===== config.mk =====
export PLATFORM = sky130hd
export DESIGN_NAME = loop_branch_unit
export DESIGN_NICKNAME = d
export VERILOG_FILES = /design/src/rtl/lbu_pkg.sv /design/src/rtl/lbu_stage_ctr.sv /design/src/rtl/lbu_flags.sv /design/src/rtl/lbu_cond_eval.sv /design/src/rtl/lbu_target_gen.sv /design/src/rtl/loop_branch_unit.sv
export SDC_FILE = /design/constraint.sdc
export NUM_CORES = 1
export LEC_CHECK = 0
export BUFFER_PORTS_ARGS = -buffer_cell sky130_fd_sc_hd__buf_2
export CELL_PAD_IN_SITES_DETAIL_PLACEMENT = 1
export CELL_PAD_IN_SITES_GLOBAL_PLACEMENT = 2
export CORE_MARGIN = 1
export CORE_UTILIZATION = 26
export DETAILED_ROUTE_END_ITERATION = 10
export PLACE_DENSITY = 0.91
export SLEW_MARGIN = 20
export SYNTH_ARGS = -nofsm -noshare
export SYNTH_HDL_FRONTEND = slang
export SYNTH_SLANG_ARGS = --single-unit

===== constraint.sdc =====
create_clock -name clk -period 2.9 [get_ports clk]
set_input_delay 0 -clock clk [delete_from_list [all_inputs] [get_ports clk]]
set_output_delay 0 -clock clk [all_outputs]
set_load 0.01 [all_outputs]

===== src/rtl/lbu_pkg.sv =====
`timescale 1ns/1ps
package lbu_pkg;
  typedef enum logic [2:0] {
    BR_NONE = 3'd0,
    BR_JREG = 3'd1,
    BR_JIMM = 3'd2,
    BR_JR0  = 3'd3,
    BR_JSTG = 3'd4,
    ST_CLR  = 3'd5,
    ST_ADD  = 3'd6,
    ST_SUB  = 3'd7
  } br_op_e;

  localparam logic [1:0] C_ALWAYS = 2'd0;
  localparam logic [1:0] C_ZERO   = 2'd1;
  localparam logic [1:0] C_OVF    = 2'd2;
  localparam logic [1:0] C_GE     = 2'd0;
  localparam logic [1:0] C_LT     = 2'd1;
  localparam logic [1:0] C_EQ     = 2'd0;
  localparam logic [1:0] C_SLT    = 2'd1;
  localparam logic [1:0] C_SGT    = 2'd2;
endpackage


===== src/rtl/lbu_stage_ctr.sv =====
`timescale 1ns/1ps
module lbu_stage_ctr #(
  parameter int STAGE_W = 8
) (
  input  logic               clk,
  input  logic               rst_n,
  input  logic [2:0]         op,
  input  logic [STAGE_W-1:0] arg,
  output logic [STAGE_W-1:0] cnt
);
  import lbu_pkg::*;

  always_ff @(posedge clk or negedge rst_n) begin
    if (!rst_n) begin
      cnt <= '0;
    end else begin
      case (br_op_e'(op))
        ST_CLR:  cnt <= '0;
        ST_ADD:  cnt <= cnt + arg;
        ST_SUB:  cnt <= cnt - arg;
        default: cnt <= cnt;
      endcase
    end
  end
endmodule


===== src/rtl/lbu_flags.sv =====
`timescale 1ns/1ps
module lbu_flags (
  input  logic clk,
  input  logic rst_n,
  input  logic upd,
  input  logic zero_in,
  input  logic ovf_in,
  output logic zero_q,
  output logic ovf_q
);
  always_ff @(posedge clk or negedge rst_n) begin
    if (!rst_n) begin
      zero_q <= 1'b0;
      ovf_q  <= 1'b0;
    end else if (upd) begin
      zero_q <= zero_in;
      ovf_q  <= ovf_in;
    end
  end
endmodule


===== src/rtl/lbu_cond_eval.sv =====
`timescale 1ns/1ps
module lbu_cond_eval #(
  parameter int DATA_W  = 16,
  parameter int STAGE_W = 8
) (
  input  logic [2:0]         op,
  input  logic [1:0]         cond,
  input  logic               fz,
  input  logic               fo,
  input  logic [DATA_W-1:0]  r0,
  input  logic [DATA_W-1:0]  thr,
  input  logic [STAGE_W-1:0] stage,
  output logic               take
);
  import lbu_pkg::*;

  logic [DATA_W-1:0] stage_ext;
  assign stage_ext = DATA_W'(stage);

  always_comb begin
    take = 1'b0;
    case (br_op_e'(op))
      BR_JREG, BR_JIMM: begin
        case (cond)
          C_ALWAYS: take = 1'b1;
          C_ZERO:   take = fz;
          C_OVF:    take = fo;
          default:  take = 1'b0;
        endcase
      end
      BR_JR0: begin
        case (cond)
          C_GE:    take = (r0 >= thr);
          C_LT:    take = (r0 < thr);
          default: take = 1'b0;
        endcase
      end
      BR_JSTG: begin
        case (cond)
          C_EQ:    take = (stage_ext == thr);
          C_SLT:   take = (stage_ext < thr);
          C_SGT:   take = (stage_ext > thr);
          default: take = 1'b0;
        endcase
      end
      default: take = 1'b0;
    endcase
  end
endmodule


===== src/rtl/lbu_target_gen.sv =====
`timescale 1ns/1ps
module lbu_target_gen #(
  parameter int PC_W    = 11,
  parameter int JADDR_W = 13,
  parameter int STEP_W  = 10
) (
  input  logic [2:0]         op,
  input  logic [PC_W-1:0]    pc,
  input  logic [PC_W-1:0]    reg_tgt,
  input  logic [JADDR_W-1:0] imm,
  input  logic [STEP_W-1:0]  step,
  output logic [PC_W-1:0]    tgt
);
  import lbu_pkg::*;

  logic signed [STEP_W-1:0] step_words;
  logic signed [PC_W-1:0]   step_ext;
  logic [PC_W-1:0]          imm_words;

  assign step_words = $signed(step) >>> 2;
  assign step_ext   = PC_W'(step_words);
  assign imm_words  = PC_W'(imm >> 2);

  always_comb begin
    case (br_op_e'(op))
      BR_JREG:         tgt = reg_tgt;
      BR_JIMM:         tgt = imm_words;
      BR_JR0, BR_JSTG: tgt = pc + step_ext;
      default:         tgt = pc;
    endcase
  end
endmodule


===== src/rtl/loop_branch_unit.sv =====
`timescale 1ns/1ps
module loop_branch_unit #(
  parameter int PC_W    = 11,
  parameter int DATA_W  = 16,
  parameter int STAGE_W = 8,
  parameter int JADDR_W = 13,
  parameter int STEP_W  = 10
) (
  input  logic               clk,
  input  logic               rst_n,
  input  logic [2:0]         op,
  input  logic [1:0]         cond,
  input  logic [PC_W-1:0]    pc_in,
  input  logic [DATA_W-1:0]  r0,
  input  logic [PC_W-1:0]    reg_target,
  input  logic [JADDR_W-1:0] imm_addr,
  input  logic [STEP_W-1:0]  step,
  input  logic [DATA_W-1:0]  thresh,
  input  logic [STAGE_W-1:0] stage_arg,
  input  logic               alu_upd,
  input  logic               alu_zero,
  input  logic               alu_ovf,
  output logic [PC_W-1:0]    next_pc,
  output logic               taken,
  output logic [STAGE_W-1:0] stage_cnt,
  output logic               flag_zero,
  output logic               flag_ovf
);
  logic [PC_W-1:0] tgt;
  logic [PC_W-1:0] pc_seq;
  logic            take;

  lbu_stage_ctr #(.STAGE_W(STAGE_W)) u_stage (
    .clk(clk), .rst_n(rst_n), .op(op), .arg(stage_arg), .cnt(stage_cnt)
  );

  lbu_flags u_flags (
    .clk(clk), .rst_n(rst_n), .upd(alu_upd), .zero_in(alu_zero),
    .ovf_in(alu_ovf), .zero_q(flag_zero), .ovf_q(flag_ovf)
  );

  lbu_cond_eval #(.DATA_W(DATA_W), .STAGE_W(STAGE_W)) u_cond (
    .op(op), .cond(cond), .fz(flag_zero), .fo(flag_ovf), .r0(r0),
    .thr(thresh), .stage(stage_cnt), .take(take)
  );

  lbu_target_gen #(.PC_W(PC_W), .JADDR_W(JADDR_W), .STEP_W(STEP_W)) u_tgt (
    .op(op), .pc(pc_in), .reg_tgt(reg_target), .imm(imm_addr),
    .step(step), .tgt(tgt)
  );

  assign pc_seq  = pc_in + 1'b1;
  assign taken   = take;
  assign next_pc = take ? tgt : pc_seq;
endmodule


; After elaboration in Yosys (flattened, before gate mapping)
; Index checks and enable logic that the tools add are counted.
; W data, S select, Z words.
[word_totals]
reg_bits = 10
latch_bits = 0
mem_bits_rw = 0
mem_bits_ro = 0
inputBits = 95
wordCells = 32
mem_count = 0
[op_classes]
n_addsub = 4
n_mul = 0
div_mod_pow = 0
magnitude_cmp = 4
n_eq_ne = 10
shifts = 0
muxes = 7
n_bitwise = 0
reduce_logical = 4
[ops]
columns = cell, n
row1 = $pmux W11 S3, 1
row2 = $pmux W8 S3, 1
row3 = $eq A8 B16 Y1, 1
row4 = $ge A16 B16 Y1, 1
row5 = $gt A8 B16 Y1, 1
row6 = $lt A16 B16 Y1, 1
row7 = $lt A8 B16 Y1, 1
row8 = $eq A3 B3 Y1 const B, 4
row9 = $add A11 B1 Y11 const B, 1
row10 = $add A11 B11 Y11, 1
row11 = $mux W11, 1
row12 = $pmux W1 S3, 3
row13 = $add A8 B8 Y8, 1
row14 = $sub A8 B8 Y8, 1
row15 = $eq A3 B2 Y1 const B, 2
row16 = $reduce_or A2 Y1, 2
row17 = $eq A3 B1 Y1 const B, 1
row18 = $reduce_bool A3 Y1, 1
row19 = $eq A2 B1 Y1 const B, 1
row20 = $eq A2 B2 Y1 const B, 1
row21 = $logic_not A2 Y1, 1
row22 = $pmux W1 S2, 1

; Longest topological paths before layout
; Gate-level depths: netlist of the first run.
[depth]
word_depth = 4
depth_mapped = 13

; By module
; A second synthesis of the first run with hierarchy kept.
[unflattened]
cells_unflattened = 385
area_unflattened_um2 = 2884.0
[by_module_without_submodules]
columns = module, instances, cells_each, area_per_inst_um2, seq_area_each_um2
row1 = lbu_target_gen, 1, 147, 1048.5, 0.0
row2 = lbu_stage_ctr, 1, 90, 764.5, 200.2
row3 = lbu_cond_eval, 1, 95, 685.7, 0.0
row4 = loop_branch_unit, 1, 49, 312.8, 0.0
row5 = lbu_flags, 1, 4, 72.6, 50.0

; Least setup slack after synthesis of the first run
; OpenSTA, ideal clock, no wires.
[synth_path]
kind = input -> register
from = in op[0]
to = reg u_stage.cnt[6]
setup_time_ns = 0.130
t_arrival_ns = 2.086
required_ns = 2.770
slack_ns = 0.684
path_stages = 12
path_cell_list = clkbuf_1 > clkbuf_1 > and3_1 > nor2_1 > xnor2_1 > ha_1 > a21oi_1 > o21bai_1 > a21o_1 > a21oi_1 > xor2_1 > o21ai_0
[synth_via]
elab_chain_cells = 2
word_cells_on_any_way = 5
classes_between = eq/ne (3) / mux (1) / reduce/logical (1)
[synth_rtl]
columns = item, line
row1 = start: declaration, loop_branch_unit.sv:11  ; input logic [2:0] op,
row2 = $eq A3 B3 Y1, lbu_stage_ctr.sv:17  ; case (br_op_e'(op))
row3 = $pmux W8 S3 / $reduce_bool A3 Y1 (equally long branches), n/a
row4 = end signal: assignment, lbu_stage_ctr.sv:19  ; ST_ADD: cnt <= cnt + arg;
row5 = end signal: assignment, lbu_stage_ctr.sv:20  ; ST_SUB: cnt <= cnt - arg;
row6 = end signal: assignment, lbu_stage_ctr.sv:21  ; default: cnt <= cnt;
row7 = end: declaration, lbu_stage_ctr.sv:9  ; output logic [STAGE_W-1:0] cnt
; Several ways; a longest one is shown, not always the timed one.
; A chain may end at the register's enable or synchronous reset.

; Final worst setup path of the first run
[layout_path]
from = reg u_stage.cnt[6]
to = out next_pc[2]
[layout_via]
elab_chain_cells = 4
word_cells_on_any_way = 6
classes_between = order compare (2) / eq/ne (1) / mux (3)
[layout_rtl]
columns = item, line
row1 = "$gt A8 B16 Y1, or another cell as far along", lbu_cond_eval.sv:42  ; C_SGT: take = (stage_ext > thr);
row2 = $pmux W1 S3 *, lbu_cond_eval.sv:39  ; case (cond)
row3 = $pmux W1 S3 *, lbu_cond_eval.sv:22  ; case (br_op_e'(op))
row4 = $mux W11 *, loop_branch_unit.sv:54  ; assign next_pc = take ? tgt : pc_seq;
row5 = end: declaration, loop_branch_unit.sv:23  ; output logic [PC_W-1:0] next_pc,
; Mark *: on every way between the ends. The rest lies on a longest branch, timed or not.

==> impl_metrics.env, run 1 <==
export IMPL_fin_area_um2=3340
export IMPL_cts_htree_levels=1
export IMPL_max_freq_mhz=370
export IMPL_period_minus_slack_ns=2.70
export IMPL_dpl_hpwl_um=7270
export IMPL_clock_path_buffers=2
export IMPL_layout_nets=586
export IMPL_antenna_cells=0
export IMPL_fin_crit_sh_pct=93.2
export IMPL_top_layer="met4"
export IMPL_gp_congestion=0.758
export IMPL_maxSlewViolCount=0
export IMPL_vias=2830
export IMPL_numCtsBuffers=3
export IMPL_fillers=1229
export IMPL_postCtsSetupBuffers=0
export IMPL_ir_worst_vdd_mv=0.174
export IMPL_die_w_um=101
export IMPL_ys_flop_type="dfrtp_1"
export IMPL_yosysSeqAreaShare_pct=9.83
export IMPL_pin_count=117
export IMPL_layout_drive_gt1_share_pct=30.1
export IMPL_cts_resized_gates=0
export IMPL_clock_sinks=10
export IMPL_grt_ovfl_total=0
export IMPL_clk_pin_slew_ns=0.05
export IMPL_startpoint_type="flip-flop"
export IMPL_fin_ws_ns=0.198
export IMPL_postSynthAreaPerCell_um2=7.67
export IMPL_setup_viol=0
export IMPL_die_area_um2=10200
export IMPL_hold_class="in2reg"
export IMPL_yosysWarnings=0
export IMPL_syn_area_um2=2550
export IMPL_crit_required_ns=2.90
export IMPL_holdPathStages=3
export IMPL_power_density_nw_per_um2=394
export IMPL_synth_top_family_by_area="compound AO/OA/AOI/OAI gates"
export IMPL_wl_met2_um=4220
export IMPL_rows=35
export IMPL_grt_pass1_wl_um=13400
export IMPL_drt_iter0_markers=45
export IMPL_ctsHoldBuffers=3
export IMPL_area_growth_pct=31.1
export IMPL_die_h_um=101
export IMPL_outcome="complete, no violations"
export IMPL_whs_ns=0.00932
export IMPL_antenna_found_initial=0
export IMPL_wl_per_cell_um=14.6
export IMPL_synth_nets=472
export IMPL_end_kind="output port"
export IMPL_synth_edff_count=0
export IMPL_drt_total_wl_um=8400
export IMPL_ys_types=53
export IMPL_drc=0
export IMPL_power_leakage_nw=1.70
export IMPL_cts_tree="done"
export IMPL_drt_first_pass_iters=4
export IMPL_initial_core_util_pct=27.2
export IMPL_placed_area_um2=3250
export IMPL_viasPerCell=4.93
export IMPL_grt_pass1_vias=2898
export IMPL_pre_cts_ws_ns=0.279
export IMPL_synth_xor_area_share_pct=9.98
export IMPL_crit_type="reg2out"
export IMPL_synth_compound_area_share_pct=23.6
export IMPL_grt_max_degree=23
export IMPL_internal_power_mw=0.721
export IMPL_numPortBuffers=112
export IMPL_p_sw_share_pct=45.2
export IMPL_relSlewSlack_pct=48.3
export IMPL_tns_ns=0
export IMPL_synthAdderAreaFrac_pct=22.7
export IMPL_cts_root_buffer="clkbuf_8"
export IMPL_hold_viol_final=0
export IMPL_ant_nets=0
export IMPL_seqPwrFrac_pct=19.1
export IMPL_insertion_delay_ns=0.24
export IMPL_synth_seq_cells=10
export IMPL_worst_pin_slew_ns=0.768
export IMPL_async_flop_share_pct=100
export IMPL_power_switching_mw=0.595
export IMPL_wl_met3_um=362
export IMPL_synthSimpleGateAreaFrac_pct=19.5
export IMPL_rsz0062_at_grt="no"
export IMPL_rr_worst_depth=8
export IMPL_crit_fanout=11
export IMPL_track_usage_pct=16.4
export IMPL_combPwrFrac_pct=67.3
export IMPL_netlist_instances=332
export IMPL_cap_violations=0
export IMPL_core_area_um2=9370
export IMPL_pwr_share_clk_pct=13.6
export IMPL_cp_arrival_ns=2.70
export IMPL_wl_met1_um=3790
export IMPL_fin_worst_skew_ns=0.00581
export IMPL_synthMuxAreaShare_pct=7.52
## cell usage in the layout (no fill, tap or decap), types with 4 or more instances in the layout
master,netlist,layout
and3_1,8,8
xnor2_1,19,19
buf_4,0,4
nor3_1,7,7
inv_1,34,34
a21o_1,5,5
mux2i_1,9,9
buf_2,1,112
nor2b_1,4,4
ha_1,43,43
nand4_1,10,10
a21oi_1,35,35
nand2_1,23,23
nand3_1,6,6
xor2_1,10,10
a31oi_1,4,4
a211oi_1,4,4
a22oi_1,6,6
nor2_1,21,21
dfrtp_1,10,10
o21ai_0,16,16
clkbuf_8,0,4
## routing by layer
layer,track usage [%],vias up
met3,2.22,2
li1,-,1434
met2,31.6,77
met4,1.45,0
met1,19.9,1317
met5,0,-
## cell families (layout without fill, tap and decap cells)
group | count (synthesis) | count (layout)
AOI/OAI and AO/OA | 93 | 93
DFF | 10 | 10
and+or+nand+nor | 94 | 94
xor gates and xnor gates | 29 | 29
adders and majority gates | 45 | 45
buffers and inverters | 44 | 157
muxes | 17 | 17
## through the flow
step	std cells	util (%)	power (mW)
floorplan	332	-	0.831
global placement	567	34.7	1.10
detailed placement	567	34.7	1.14
CTS	574	35.6	1.34
global route	574	35.6	1.45
finish	574	35.6	1.32
## final cells by class
| type | count | area (um2) | area share (%) |
|---|---|---|---|
| clock buffer | 4 | 55.1 | 1.65 |
| tap | 129 | 161 | 4.84 |
| inverter | 34 | 128 | 3.82 |
| multi-input combinational | 278 | 2120 | 63.6 |
| sequential | 10 | 250 | 7.50 |
| timing repair buffer | 119 | 621 | 18.6 |
## registers in the layout (all words and copies together), names as in the netlist
name            flops
u_stage.cnt         8
u_flags.ovf_q       1
u_flags.zero_q      1
## power by group through the flow
stage / clock [mW] / sequential (mW) / combinational [mW]
after floorplan: 0 / 0.255 / 0.576
after global placement: 0 / 0.251 / 0.846
after detailed placement: 0 / 0.256 / 0.883
after CTS: 0.185 / 0.254 / 0.898
after global routing: 0.192 / 0.260 / 0.995
final: 0.178 / 0.252 / 0.886
## synthesized netlist by cell type (3+ instances only)
cell type,n,area (um2)
ha_1,43,538
a21oi_1,35,175
inv_1,34,128
nand2_1,23,86.3
nor2_1,21,78.8
xnor2_1,19,166
o21ai_0,16,80.1
dfrtp_1,10,250
nand4_1,10,62.6
xor2_1,10,87.6
mux2i_1,9,90.1
and3_1,8,50.1
clkbuf_1,7,26.3
nor3_1,7,35.0
a22oi_1,6,45.0
nand3_1,6,30.0
a21o_1,5,37.5
a211oi_1,4,30.0
a31oi_1,4,25.0
nor2b_1,4,25.0
mux2_2,3,33.8
mux2_4,3,45.0
nor4_1,3,18.8
o21ai_1,3,15.0
o21bai_1,3,22.5
## worst max-delay path: stages, from the launching register on
cell and delay (ns):
dfrtp_1 0.43, ha_1 0.33, a21oi_1 0.17, nand2_1 0.07
a21oi_1 0.23, a21oi_1 0.14, nor4b_4 0.34, o211ai_4 0.25
mux2_1 0.36, buf_2 0.14
## worst paths after layout
path / startpoint / end / slack, ns
max in group asynchronous: rst_n / u_flags.zero_q / 2.55
max reg2reg: u_stage.cnt[1] / u_stage.cnt[7] / 0.87
min: alu_ovf / u_flags.ovf_q / 0.009
min in group asynchronous: rst_n / u_stage.cnt[6] / 0.15
max: u_stage.cnt[6] / next_pc[2] / 0.20
min reg2reg: u_stage.cnt[0] / u_stage.cnt[0] / 0.51
No activity file was read; power rests on OpenSTA's default activity.
==> run 2: changes to the inputs <==
--- a/config.mk
+++ b/config.mk
@@ -12,6 +12,7 @@
 export CORE_UTILIZATION = 26
 export DETAILED_ROUTE_END_ITERATION = 10
 export PLACE_DENSITY = 0.91
+export REMOVE_ABC_BUFFERS = 1
 export SLEW_MARGIN = 20
 export SYNTH_ARGS = -nofsm -noshare
 export SYNTH_HDL_FRONTEND = slang
==> impl_metrics.env, run 2 (synthesis gave the netlist of run 1 again) <==
export IMPL_grt_pass1_vias=2986
export IMPL_layout_common_cells="buf_2, ha_1, a21oi_1"
export IMPL_core_area_um2=9370
export IMPL_antenna_found_initial=0
export IMPL_grt_pass1_wl_um=13700
export IMPL_fillers=1233
export IMPL_drt_first_pass_iters=4
export IMPL_slowest_delay_ns=0.43
export IMPL_whs_ns=0.00844
export IMPL_max_freq_mhz=375
export IMPL_postCtsSetupBuffers=0
export IMPL_cts_root_buffer="clkbuf_8"
export IMPL_antenna_cells=0
export IMPL_worstPathCellList="ha_1 > nor2b_1 > o211ai_1 > a21o_1 > and3b_1 > nor4b_4 > o211ai_4 > buf_4 > mux2i_1 > buf_2"
export IMPL_pre_cts_ws_ns=0.295
export IMPL_regMostFlops="u_stage.cnt"
export IMPL_p_sw_share_pct=46.1
export IMPL_hold_viol_final=0
export IMPL_internal_power_mw=0.692
export IMPL_power_switching_mw=0.592
export IMPL_initial_core_util_pct=27.2
export IMPL_setup_viol=0
export IMPL_cp_arrival_ns=2.67
export IMPL_hold_class="in2reg"
export IMPL_ant_nets=0
export IMPL_seqPwrFrac_pct=19.3
export IMPL_drc=0
export IMPL_clock_path_buffers=2
export IMPL_end_kind="output port"
export IMPL_cts_resized_gates=0
export IMPL_fin_area_um2=3300
export IMPL_die_area_um2=10200
export IMPL_grt_max_degree=23
export IMPL_relSlewSlack_pct=51.1
export IMPL_fin_ws_ns=0.231
export IMPL_pwr_share_clk_pct=11.4
export IMPL_cts_tree="done"
export IMPL_pin_count=117
export IMPL_clk_pin_slew_ns=0.05
export IMPL_register_area_um2=250
export IMPL_drt_total_wl_um=8650
export IMPL_vias=2841
export IMPL_tns_ns=0
export IMPL_drt_iter0_markers=27
export IMPL_crit_required_ns=2.90
export IMPL_layout_drive_gt1_share_pct=30.1
export IMPL_numCtsBuffers=3
export IMPL_rsz0062_at_grt="no"
export IMPL_multi_input_area_um2=2120
export IMPL_largest_reg_flops=8
export IMPL_cts_htree_levels=1
export IMPL_wl_per_cell_um=15.2
export IMPL_die_h_um=101
export IMPL_startpoint_type="flip-flop"
export IMPL_clock_sinks=10
export IMPL_crit_type="reg2out"
export IMPL_worst_pin_slew_ns=0.726
export IMPL_insertion_delay_ns=0.24
export IMPL_power_leakage_nw=1.68
export IMPL_track_usage_pct=16.8
export IMPL_outcome="complete, no violations"
export IMPL_die_w_um=101
export IMPL_cap_violations=0
export IMPL_viasPerCell=4.98
export IMPL_crit_fanout=7
export IMPL_fin_crit_sh_pct=92.0
export IMPL_maxSlewViolCount=0
export IMPL_ir_worst_vdd_mv=0.190
export IMPL_grt_ovfl_total=0
export IMPL_dpl_hpwl_um=7620
export IMPL_combPwrFrac_pct=69.4
export IMPL_final_common_cell="buf_2"
export IMPL_p_total_mw=1.28
export IMPL_fin_worst_skew_ns=0.00193
export IMPL_slowest_stage="dfrtp_1"
export IMPL_area_growth_pct=29.7
export IMPL_placed_area_um2=3250
export IMPL_numPortBuffers=112
export IMPL_layout_nets=584
export IMPL_power_density_nw_per_um2=388
export IMPL_top_regs="u_stage.cnt: 8 flops, u_flags.ovf_q: 1 flops, u_flags.zero_q: 1 flops"
export IMPL_period_minus_slack_ns=2.67
export IMPL_rows=35
export IMPL_gp_congestion=0.839
==> run 2: cell count changes in the layout (fill, tap and decap cells not counted) <==
cell	before	now
dlygate4sd3_1	3	1
clkbuf_8	4	3
==> run 2: routing by layer <==
layer,share of wire [%],global-route usage (%)
met1,43,19.4
met2,51,32.5
met3,4.9,2.36
met4,1.1,3.12
met5,0,0
==> run 2: layout make-up <==
class / count / share of cell area [%]
Multi-Input combinational cell: 278 / 64.2
Timing Repair Buffer: 117 / 18.2
Sequential cell: 10 / 7.58
Tap cell: 129 / 4.89
Inverter: 34 / 3.86
Clock buffer: 3 / 1.25
==> run 2: power groups by stage <==
stage / Sequential [mW] / Combinational, mW / Clock [mW]
after detailed placement: 0.252 / 0.892 / 0
after global placement: 0.252 / 0.847 / 0
after floorplan: 0.255 / 0.563 / 0
after CTS: 0.250 / 0.901 / 0.152
after global routing: 0.257 / 0.994 / 0.156
final: 0.247 / 0.890 / 0.146
==> run 2: per-stage QoR <==
stage,utilization [%],instances
CTS,35.2,571
detailed placement,34.7,567
finish,35.2,571
floorplan,-,322
global placement,34.7,567
global route,35.2,571
==> run 2: worst paths after layout <==
path                           startpoint             end  slack [ns]  depth (start not counted)
hold / removal                    alu_upd   u_flags.ovf_q       0.008                          2
hold reg to reg            u_stage.cnt[0]  u_stage.cnt[0]        0.52                          2
min in group asynchronous           rst_n  u_stage.cnt[6]        0.17                          2
setup reg to reg           u_stage.cnt[0]  u_stage.cnt[6]        0.85                         10
max in group asynchronous           rst_n  u_stage.cnt[2]        2.53                          2
setup / recovery           u_stage.cnt[1]      next_pc[8]        0.23                         10
==> run 2: timing repair <==
item	CTS	global route
setup endpoints to repair	0	0
endpoints found under the hold margin	10	0
hold buffers	1	0
==> run 2: worst max-delay path: cells and delay by family (launching register included) <==
kind            cells  cell delay, ns
mux                 1            0.15
simple gates        3            0.67
fa+ha+maj           1            0.33
buf+inv             2            0.37
compound gates      3            0.47
flops               1            0.43
